File: config.mk
export PLATFORM = sky130hd
export DESIGN_NAME = adc_seq_top
export DESIGN_NICKNAME = d
export VERILOG_FILES = /design/src/rtl/adc_seq_pkg.sv /design/src/rtl/adc_seq_fifo.sv /design/src/rtl/adc_seq_lcg.sv /design/src/rtl/adc_seq_top.sv
export SDC_FILE = /design/constraint.sdc
export NUM_CORES = 2
export LEC_CHECK = 0
export ABC_AREA = 0
export BUFFER_PORTS_ARGS = -buffer_cell sky130_fd_sc_hd__buf_2
export CORE_MARGIN = 2
export CORE_UTILIZATION = 58
export CTS_CLUSTER_SIZE = 30
export DETAILED_ROUTE_END_ITERATION = 6
export PLACE_DENSITY = 0.72
export SETUP_SLACK_MARGIN = 0.3
export SYNTH_ARGS = -nofsm -noshare
export SYNTH_HDL_FRONTEND = slang
export SYNTH_SLANG_ARGS = --single-unit
export TNS_END_PERCENT = 1
File: constraint.sdc
create_clock -name clk -period 44.6 [get_ports clk]
set_input_delay 2.23 -clock clk [delete_from_list [all_inputs] [get_ports clk]]
set_output_delay 2.23 -clock clk [all_outputs]
set_load 0.02 [all_outputs]
File: src/rtl/adc_seq_pkg.sv
`timescale 1ns/1ps
package adc_seq_pkg;
    localparam int NUM_SEQ  = 4;
    localparam int DEPTH    = 16;
    localparam int SAMPLE_W = 10;
    localparam int ADDR_W   = 8;
    localparam int DATA_W   = 32;
    localparam int LCG_W    = 32;
    localparam int SEL_W    = 4;

    localparam logic [SEL_W-1:0] SEL_TIMER   = 4'd5;
    localparam logic [LCG_W-1:0] LCG_MULT    = 32'd314159;
    localparam logic [LCG_W-1:0] LCG_INC     = 32'd1;
    localparam int               SAMPLE_LSB  = 16;
    localparam int               SAMPLE_BITS = 3;
    localparam logic [DATA_W-1:0] SAMPLE_BASE = 32'h0000_0200;
    localparam logic [DATA_W-1:0] MUX_KEEP    = 32'h3333_3333;

    // status word layout
    localparam int STAT_WR_LSB    = 4;
    localparam int STAT_EMPTY_BIT = 8;
    localparam int STAT_FULL_BIT  = 12;

    // global register offsets
    localparam logic [ADDR_W-1:0] OFS_ENABLE = 8'h00;
    localparam logic [ADDR_W-1:0] OFS_RAW    = 8'h04;
    localparam logic [ADDR_W-1:0] OFS_MASK   = 8'h08;
    localparam logic [ADDR_W-1:0] OFS_MSTAT  = 8'h0C;
    localparam logic [ADDR_W-1:0] OFS_OVF    = 8'h10;
    localparam logic [ADDR_W-1:0] OFS_SRCSEL = 8'h14;
    localparam logic [ADDR_W-1:0] OFS_UNF    = 8'h18;

    // per-sequencer windows
    localparam logic [ADDR_W-1:0] WIN_BASE  = 8'h40;
    localparam int                WIN_SHIFT = 5;
    localparam logic [WIN_SHIFT-1:0] SUB_MUX  = 5'h00;
    localparam logic [WIN_SHIFT-1:0] SUB_CTL  = 5'h04;
    localparam logic [WIN_SHIFT-1:0] SUB_POP  = 5'h08;
    localparam logic [WIN_SHIFT-1:0] SUB_STAT = 5'h0C;

    typedef enum logic [2:0] {
        WREG_NONE,
        WREG_MUX,
        WREG_CTL,
        WREG_POP,
        WREG_STAT
    } win_reg_e;
endpackage

File: src/rtl/adc_seq_fifo.sv
`timescale 1ns/1ps
module adc_seq_fifo
    import adc_seq_pkg::*;
#(
    parameter int DEPTH_P    = DEPTH,
    parameter int SAMPLE_W_P = SAMPLE_W,
    parameter int DATA_W_P   = DATA_W
) (
    input  logic                  clk,
    input  logic                  rst_n,
    input  logic                  push_i,
    input  logic [SAMPLE_W_P-1:0] push_data_i,
    input  logic                  pop_i,
    output logic [SAMPLE_W_P-1:0] rd_data_o,
    output logic [DATA_W_P-1:0]   status_o,
    output logic                  ovf_o,
    output logic                  unf_o
);
    localparam int PTR_W = $clog2(DEPTH_P);

    typedef struct packed {
        logic [DEPTH_P-1:0][SAMPLE_W_P-1:0] mem;
        logic [PTR_W-1:0]                   rd;
        logic [PTR_W-1:0]                   wr;
        logic                               empty;
        logic                               full;
    } fifo_t;

    fifo_t st_d, st_q;

    // pop acts on the old state, push acts on what the pop left
    always_comb begin
        st_d  = st_q;
        ovf_o = 1'b0;
        unf_o = 1'b0;
        if (pop_i) begin
            if (st_q.empty) begin
                unf_o = 1'b1;
            end else begin
                st_d.rd   = st_q.rd + 1'b1;
                st_d.full = 1'b0;
                if (st_d.rd == st_q.wr) begin
                    st_d.empty = 1'b1;
                end
            end
        end
        if (push_i) begin
            if (st_d.full) begin
                ovf_o = 1'b1;
            end else begin
                st_d.mem[st_d.wr] = push_data_i;
                st_d.wr           = st_d.wr + 1'b1;
                st_d.empty        = 1'b0;
                if (st_d.wr == st_d.rd) begin
                    st_d.full = 1'b1;
                end
            end
        end
    end

    always_ff @(posedge clk) begin
        if (!rst_n) begin
            st_q       <= '0;
            st_q.empty <= 1'b1;
        end else begin
            st_q <= st_d;
        end
    end

    assign rd_data_o = st_q.mem[st_q.rd];

    always_comb begin
        status_o                           = '0;
        status_o[PTR_W-1:0]                = st_q.rd;
        status_o[STAT_WR_LSB +: PTR_W]     = st_q.wr;
        status_o[STAT_EMPTY_BIT]           = st_q.empty;
        status_o[STAT_FULL_BIT]            = st_q.full;
    end
endmodule

File: src/rtl/adc_seq_lcg.sv
`timescale 1ns/1ps
module adc_seq_lcg
    import adc_seq_pkg::*;
#(
    parameter int N_P        = NUM_SEQ,
    parameter int W_P        = LCG_W,
    parameter int SAMPLE_W_P = SAMPLE_W
) (
    input  logic [W_P-1:0]                  seed_i,
    input  logic [N_P-1:0]                  take_i,
    output logic [W_P-1:0]                  seed_o,
    output logic [N_P-1:0][SAMPLE_W_P-1:0]  sample_o
);
    logic [N_P:0][W_P-1:0] chain;

    assign chain[0] = seed_i;

    // one generator step per sampling sequencer, lowest index first
    for (genvar g = 0; g < N_P; g++) begin : g_stage
        logic [W_P-1:0] stepped;
        assign stepped      = chain[g] * W_P'(LCG_MULT) + W_P'(LCG_INC);
        assign chain[g+1]   = take_i[g] ? stepped : chain[g];
        assign sample_o[g]  = SAMPLE_W_P'(SAMPLE_BASE)
                            + SAMPLE_W_P'(stepped[SAMPLE_LSB +: SAMPLE_BITS]);
    end

    assign seed_o = chain[N_P];
endmodule

File: src/rtl/adc_seq_top.sv
`timescale 1ns/1ps
module adc_seq_top
    import adc_seq_pkg::*;
#(
    parameter int NUM_SEQ_P  = NUM_SEQ,
    parameter int DEPTH_P    = DEPTH,
    parameter int SAMPLE_W_P = SAMPLE_W,
    parameter int ADDR_W_P   = ADDR_W,
    parameter int DATA_W_P   = DATA_W,
    parameter int LCG_W_P    = LCG_W
) (
    input  logic                  clk,
    input  logic                  rst_n,
    input  logic                  trig_i,
    input  logic                  wr_en_i,
    input  logic                  rd_en_i,
    input  logic [ADDR_W_P-1:0]   addr_i,
    input  logic [DATA_W_P-1:0]   wdata_i,
    output logic [DATA_W_P-1:0]   rdata_o,
    output logic [NUM_SEQ_P-1:0]  irq_o
);
    localparam int IDX_W   = (NUM_SEQ_P > 1) ? $clog2(NUM_SEQ_P) : 1;
    localparam int WIN_SPAN = NUM_SEQ_P << WIN_SHIFT;

    typedef struct packed {
        logic [NUM_SEQ_P-1:0]                 enable;
        logic [NUM_SEQ_P-1:0]                 raw;
        logic [NUM_SEQ_P-1:0]                 mask;
        logic [NUM_SEQ_P-1:0]                 ovf;
        logic [NUM_SEQ_P-1:0]                 unf;
        logic [NUM_SEQ_P-1:0][SEL_W-1:0]      srcsel;
        logic [NUM_SEQ_P-1:0][DATA_W_P-1:0]   smux;
        logic [NUM_SEQ_P-1:0][DATA_W_P-1:0]   sctl;
        logic [LCG_W_P-1:0]                   lcg;
    } regs_t;

    regs_t st_d, st_q;

    // ---------------- address decode ----------------
    logic [ADDR_W_P-1:0]  win_off;
    logic                 in_win;
    logic [IDX_W-1:0]     win_idx;
    logic [WIN_SHIFT-1:0] win_sub;
    win_reg_e             win_reg;

    always_comb begin
        win_off = addr_i - ADDR_W_P'(WIN_BASE);
        in_win  = (addr_i >= ADDR_W_P'(WIN_BASE)) && (win_off < ADDR_W_P'(WIN_SPAN));
        win_idx = win_off[WIN_SHIFT +: IDX_W];
        win_sub = win_off[WIN_SHIFT-1:0];
        win_reg = WREG_NONE;
        if (in_win) begin
            case (win_sub)
                SUB_MUX:  win_reg = WREG_MUX;
                SUB_CTL:  win_reg = WREG_CTL;
                SUB_POP:  win_reg = WREG_POP;
                SUB_STAT: win_reg = WREG_STAT;
                default:  win_reg = WREG_NONE;
            endcase
        end
    end

    // ---------------- trigger qualification and pops ----------------
    logic [NUM_SEQ_P-1:0] take_vec;
    logic [NUM_SEQ_P-1:0] pop_vec;

    for (genvar g = 0; g < NUM_SEQ_P; g++) begin : g_qual
        assign take_vec[g] = trig_i && st_q.enable[g] && (st_q.srcsel[g] == SEL_TIMER);
        assign pop_vec[g]  = rd_en_i && (win_reg == WREG_POP) && (win_idx == IDX_W'(g));
    end

    // ---------------- sample generator ----------------
    logic [LCG_W_P-1:0]                   lcg_next;
    logic [NUM_SEQ_P-1:0][SAMPLE_W_P-1:0] samples;

    adc_seq_lcg #(
        .N_P        (NUM_SEQ_P),
        .W_P        (LCG_W_P),
        .SAMPLE_W_P (SAMPLE_W_P)
    ) u_lcg (
        .seed_i   (st_q.lcg),
        .take_i   (take_vec),
        .seed_o   (lcg_next),
        .sample_o (samples)
    );

    // ---------------- result queues ----------------
    logic [NUM_SEQ_P-1:0][SAMPLE_W_P-1:0] fifo_rd;
    logic [NUM_SEQ_P-1:0][DATA_W_P-1:0]   fifo_stat;
    logic [NUM_SEQ_P-1:0]                 ovf_evt;
    logic [NUM_SEQ_P-1:0]                 unf_evt;

    for (genvar g = 0; g < NUM_SEQ_P; g++) begin : g_seq
        adc_seq_fifo #(
            .DEPTH_P    (DEPTH_P),
            .SAMPLE_W_P (SAMPLE_W_P),
            .DATA_W_P   (DATA_W_P)
        ) u_fifo (
            .clk         (clk),
            .rst_n       (rst_n),
            .push_i      (take_vec[g]),
            .push_data_i (samples[g]),
            .pop_i       (pop_vec[g]),
            .rd_data_o   (fifo_rd[g]),
            .status_o    (fifo_stat[g]),
            .ovf_o       (ovf_evt[g]),
            .unf_o       (unf_evt[g])
        );
    end

    // ---------------- next state ----------------
    always_comb begin
        st_d     = st_q;
        st_d.lcg = lcg_next;
        if (wr_en_i) begin
            if (in_win) begin
                case (win_reg)
                    WREG_MUX: st_d.smux[win_idx] = wdata_i & DATA_W_P'(MUX_KEEP);
                    WREG_CTL: st_d.sctl[win_idx] = wdata_i;
                    default:  ;
                endcase
            end else begin
                case (addr_i)
                    ADDR_W_P'(OFS_ENABLE): st_d.enable = wdata_i[NUM_SEQ_P-1:0];
                    ADDR_W_P'(OFS_MASK):   st_d.mask   = wdata_i[NUM_SEQ_P-1:0];
                    ADDR_W_P'(OFS_MSTAT):  st_d.raw    = st_q.raw & ~wdata_i[NUM_SEQ_P-1:0];
                    ADDR_W_P'(OFS_OVF):    st_d.ovf    = st_q.ovf & ~wdata_i[NUM_SEQ_P-1:0];
                    ADDR_W_P'(OFS_UNF):    st_d.unf    = st_q.unf & ~wdata_i[NUM_SEQ_P-1:0];
                    ADDR_W_P'(OFS_SRCSEL): st_d.srcsel = wdata_i[NUM_SEQ_P*SEL_W-1:0];
                    default: ;
                endcase
            end
        end
        // events win over clears
        st_d.raw = st_d.raw | take_vec;
        st_d.ovf = st_d.ovf | ovf_evt;
        st_d.unf = st_d.unf | unf_evt;
    end

    always_ff @(posedge clk) begin
        if (!rst_n) begin
            st_q <= '0;
        end else begin
            st_q <= st_d;
        end
    end

    // ---------------- read path ----------------
    always_comb begin
        rdata_o = '0;
        if (in_win) begin
            case (win_reg)
                WREG_MUX:  rdata_o = st_q.smux[win_idx];
                WREG_CTL:  rdata_o = st_q.sctl[win_idx];
                WREG_POP:  rdata_o = DATA_W_P'(fifo_rd[win_idx]);
                WREG_STAT: rdata_o = fifo_stat[win_idx];
                default:   rdata_o = '0;
            endcase
        end else begin
            case (addr_i)
                ADDR_W_P'(OFS_ENABLE): rdata_o = DATA_W_P'(st_q.enable);
                ADDR_W_P'(OFS_RAW):    rdata_o = DATA_W_P'(st_q.raw);
                ADDR_W_P'(OFS_MASK):   rdata_o = DATA_W_P'(st_q.mask);
                ADDR_W_P'(OFS_MSTAT):  rdata_o = DATA_W_P'(st_q.raw & st_q.mask);
                ADDR_W_P'(OFS_OVF):    rdata_o = DATA_W_P'(st_q.ovf);
                ADDR_W_P'(OFS_UNF):    rdata_o = DATA_W_P'(st_q.unf);
                ADDR_W_P'(OFS_SRCSEL): rdata_o = DATA_W_P'(st_q.srcsel);
                default:               rdata_o = '0;
            endcase
        end
    end

    assign irq_o = st_q.raw & st_q.mask;

    logic [NUM_SEQ_P-1:0] unf_flags;
    assign unf_flags = st_q.unf;
endmodule

==> flow_summary.ini <==
[pwr]
p_int_w = 0.000788
seqPwrFrac_pct = 47.7
power_frac_clock_pct = 49.9
pwr-share-comb_pct = 2.4
switching_share_pct = 22.5
p_per_area_nw_per_um2 = 24.1
switchingPower_w = 0.000229
peakVddDrop_mv = 0.0311
p_leak_nw = 19.3

[logic_synthesis]
synth_cells = 4310
synthAdderAreaFrac_pct = 24.4
synth_flop_cell = dfxtp_1
synth_compound_area_share_pct = 10.1
synth_cell_types = 86
synth-seq-cells = 543
synth_area_leaders = dfxtp_1, fa_1, ha_1
avgSynthCellArea_um2 = 9.06
synthMuxAreaShare_pct = 11.7
synth_area_um2 = 39000
seq_area_frac_synth_pct = 27.8
yosys.area_share.simple_pct = 13.4
synth_top_family_by_area = adder cells
yosysWarnings = 0
synth_xor_area_share_pct = 5.00
synthesis.nets = 4958
synth_top_area_share_pct = 27.8
yosysTopAreaCell = dfxtp_1
synth_edf_count = 0
async_flop_share_pct = 0

[worst_setup_path]
critPathMostFrequentCell = fa_1
required_ps = 45080
cp.arrival_ps = 21620
worstPathMaxFanout = 18
critPathMaxStageDelay_ps = 870
start_kind = flop
critical_path_class = flop to flop
crit_path_end_kind = flop
worst_path_max_delay_cell = a22oi_2

[clock_tree]
cts_resized = 0
cts-root-buf = clkbuf_16
cts_hold_buf = 0
cts.sinks = 543
cts_tree = built
post_cts_buffers = 0
insertion_delay_ps = 660
ctsHtreeMaxLevel = 2
cts_buffer_depth = 3
clk_pin_slew_ps = 60
cts_made_buffers = 57

[finish]
diodes = 0
drive_above_1_share_pct = 9.73
final_cells = 5198
area_delta_synth_final_pct = 8.01
fillers = 5572
nets = 4928
utilization_pct = 63.0
multiInputGateArea_um2 = 25300
seq_area_um2 = 10900

[place]
io_buffers = 80
dp.cells = 5094
dpl.hpwl_um = 74600
place_ws_ps = 23600
globalplace.congestion = 0.930

[global_route]
grt_start_max_net_pins = 151
grt-ovfl-total = 0
grtUsageTotal_pct = 29.7
grt_pass1_vias = 29900
grt_first_pass_wirelength_um = 165000
antenna_found_initial = 2

[detailed_routing]
ant_nets = 0
wl_per_cell_um = 19.7
wl_um = 102000
drc = 0
vias = 30400
viasPerCell = 5.86
firstDrtPassIters = 6
drtIter0Drc = 2886

[timing]
max_freq_mhz = 47.3
finalClockSkew_ps = 67.0
setup_viol = 0
relSlewSlack_pct = 20.9
finalSetupTns_ps = 0
tightestPinTransition_ps = 1180
hold_ws_ps = 442
fin_crit_sh_pct = 47.4
fin_ws_ps = 23460
rsz0062_at_grt = false
hold_viol_final = 0
layout_min_cycle_time_ps = 21140
drv_slew = 0

[die]
rows = 95
core-area_um2 = 66900
num_io_pins = 81
dieArea_um2 = 69400
initial_utilization_pct = 58.3
dieWidth_um = 263
die_h_um = 263

[run_status]
status = finished, final reports clean

[worst_hold_path]
hp-class = flop to flop

[flow_run]
max_cap_violations = 0
-- synthesized netlist by cell type, types with 5 or more instances --
cell and count:
nand2_1 587, inv_1 547, dfxtp_1 543, a21oi_1 380, nor2_1 370, ha_1 340
fa_1 263, clkbuf_1 188, mux2i_1 140, xnor2_1 139, mux4_2 138, nand3_1 103
xor2_1 58, o21ai_0 55, a211oi_1 47, nor3_1 39, a21o_1 26, buf_1 25
and3_1 23, nand4_1 23, a211o_1 21, and2_1 20, nand2b_1 17, nor2b_1 15
o21a_1 15, a31oi_1 14, a22o_1 13, a22oi_1 13, or2_2 12, or3_1 12
clkbuf_2 8, o2111ai_1 6, o211ai_1 6, xnor3_1 6, o22ai_1 5
-- critical path: cells and delay by family, from the launching register on --
kind | cells | cell delay, ps
AO/OA/AOI/OAI | 9 | 3080
XOR/XNOR | 10 | 2670
flip-flops | 1 | 620
AND/OR/NAND/NOR | 6 | 1820
adder cells (fa/ha/maj) | 25 | 11140
multiplexers | 1 | 410
buffers and inverters | 14 | 1220
-- placed cells by master (no fill, tap or decap), drive strengths merged, types with 14 or more instances in the layout --
cell type | netlist | routed
nand2 | 587 | 587
inv | 549 | 550
dfxtp | 543 | 543
a21oi | 383 | 383
nor2 | 370 | 370
ha | 340 | 340
fa | 263 | 263
xnor2 | 143 | 143
mux2i | 142 | 142
buf | 32 | 139
mux4 | 138 | 138
nand3 | 103 | 103
clkbuf | 196 | 75
xor2 | 59 | 59
o21ai | 57 | 57
a211oi | 48 | 48
nor3 | 39 | 39
a21o | 27 | 27
nand4 | 23 | 23
and3 | 23 | 23
and2 | 22 | 22
a211o | 21 | 21
nand2b | 17 | 17
o21a | 15 | 15
nor2b | 15 | 15
clkinv | 1 | 15
a31oi | 14 | 14
a22oi | 14 | 14
-- state kept, by name, indices dropped and copies added, names as in the netlist, named ones only --
signal	flops
g_seq.u_fifo.status_o	36
g_seq.u_fifo.st_q	256
unf_flags	4
st_q	243
-- logic make-up after synthesis --
group / after synthesis
XOR/XNOR: 208
buffers and inverters: 778
AND/OR/NAND/NOR: 1243
AO/OA/AOI/OAI: 653
adder cells (fa/ha/maj): 603
multiplexers: 282
flip-flops: 543
-- worst paths after layout --
path	startpoint	cells past startpoint	endpoint	slack, ps
worst max-delay path	st_q[7]	65	g_seq[3].u_fifo.st_q[62]	23460
worst min-delay path	g_seq[0].u_fifo.st_q[89]	2	g_seq[0].u_fifo.st_q[89]	440
worst max register to register	st_q[7]	65	g_seq[3].u_fifo.st_q[62]	23460
worst min register to register	g_seq[0].u_fifo.st_q[89]	2	g_seq[0].u_fifo.st_q[89]	440
-- through the flow --
stage	cell area, um^2	total power, W
4_1_cts	42200	0.00102
3_3_place_gp	40100	0.000520
6_report	42200	0.00102
2_1_floorplan	39000	0.000513
5_1_grt	42200	0.00104
3_5_place_dp	40100	0.000520
-- routing by layer --
metal / share of wire [%] / vias up / wire (um) / global-route usage (%)
met5: 0.015 / - / 15 / 0
met4: 2.5 / 2 / 2580 / 8.17
met3: 7.3 / 168 / 7500 / 3.71
met2: 47 / 1075 / 47700 / 47.8
met1: 44 / 15000 / 44500 / 42.3
li1: - / 14200 / - / -
-- power groups by stage --
stage	clock network (W)	registers [W]	logic (W)
after global routing	0.000531	0.000485	0.0000262
after CTS	0.000511	0.000485	0.0000241
after detailed placement	0	0.000496	0.0000240
after floorplan	0	0.000496	0.0000165
after global placement	0	0.000496	0.0000243
final	0.000507	0.000485	0.0000245
-- final cells by class --
cell class	instances	area share [%]
Timing Repair Buffer	139	2.01
Inverter	550	4.91
Multi-Input combinational cell	2989	59.9
Sequential cell	543	25.8
Tap cell	873	2.59
Clock buffer	75	3.73
Clock inverter	29	1.07
(Power assumes the default switching activity.)
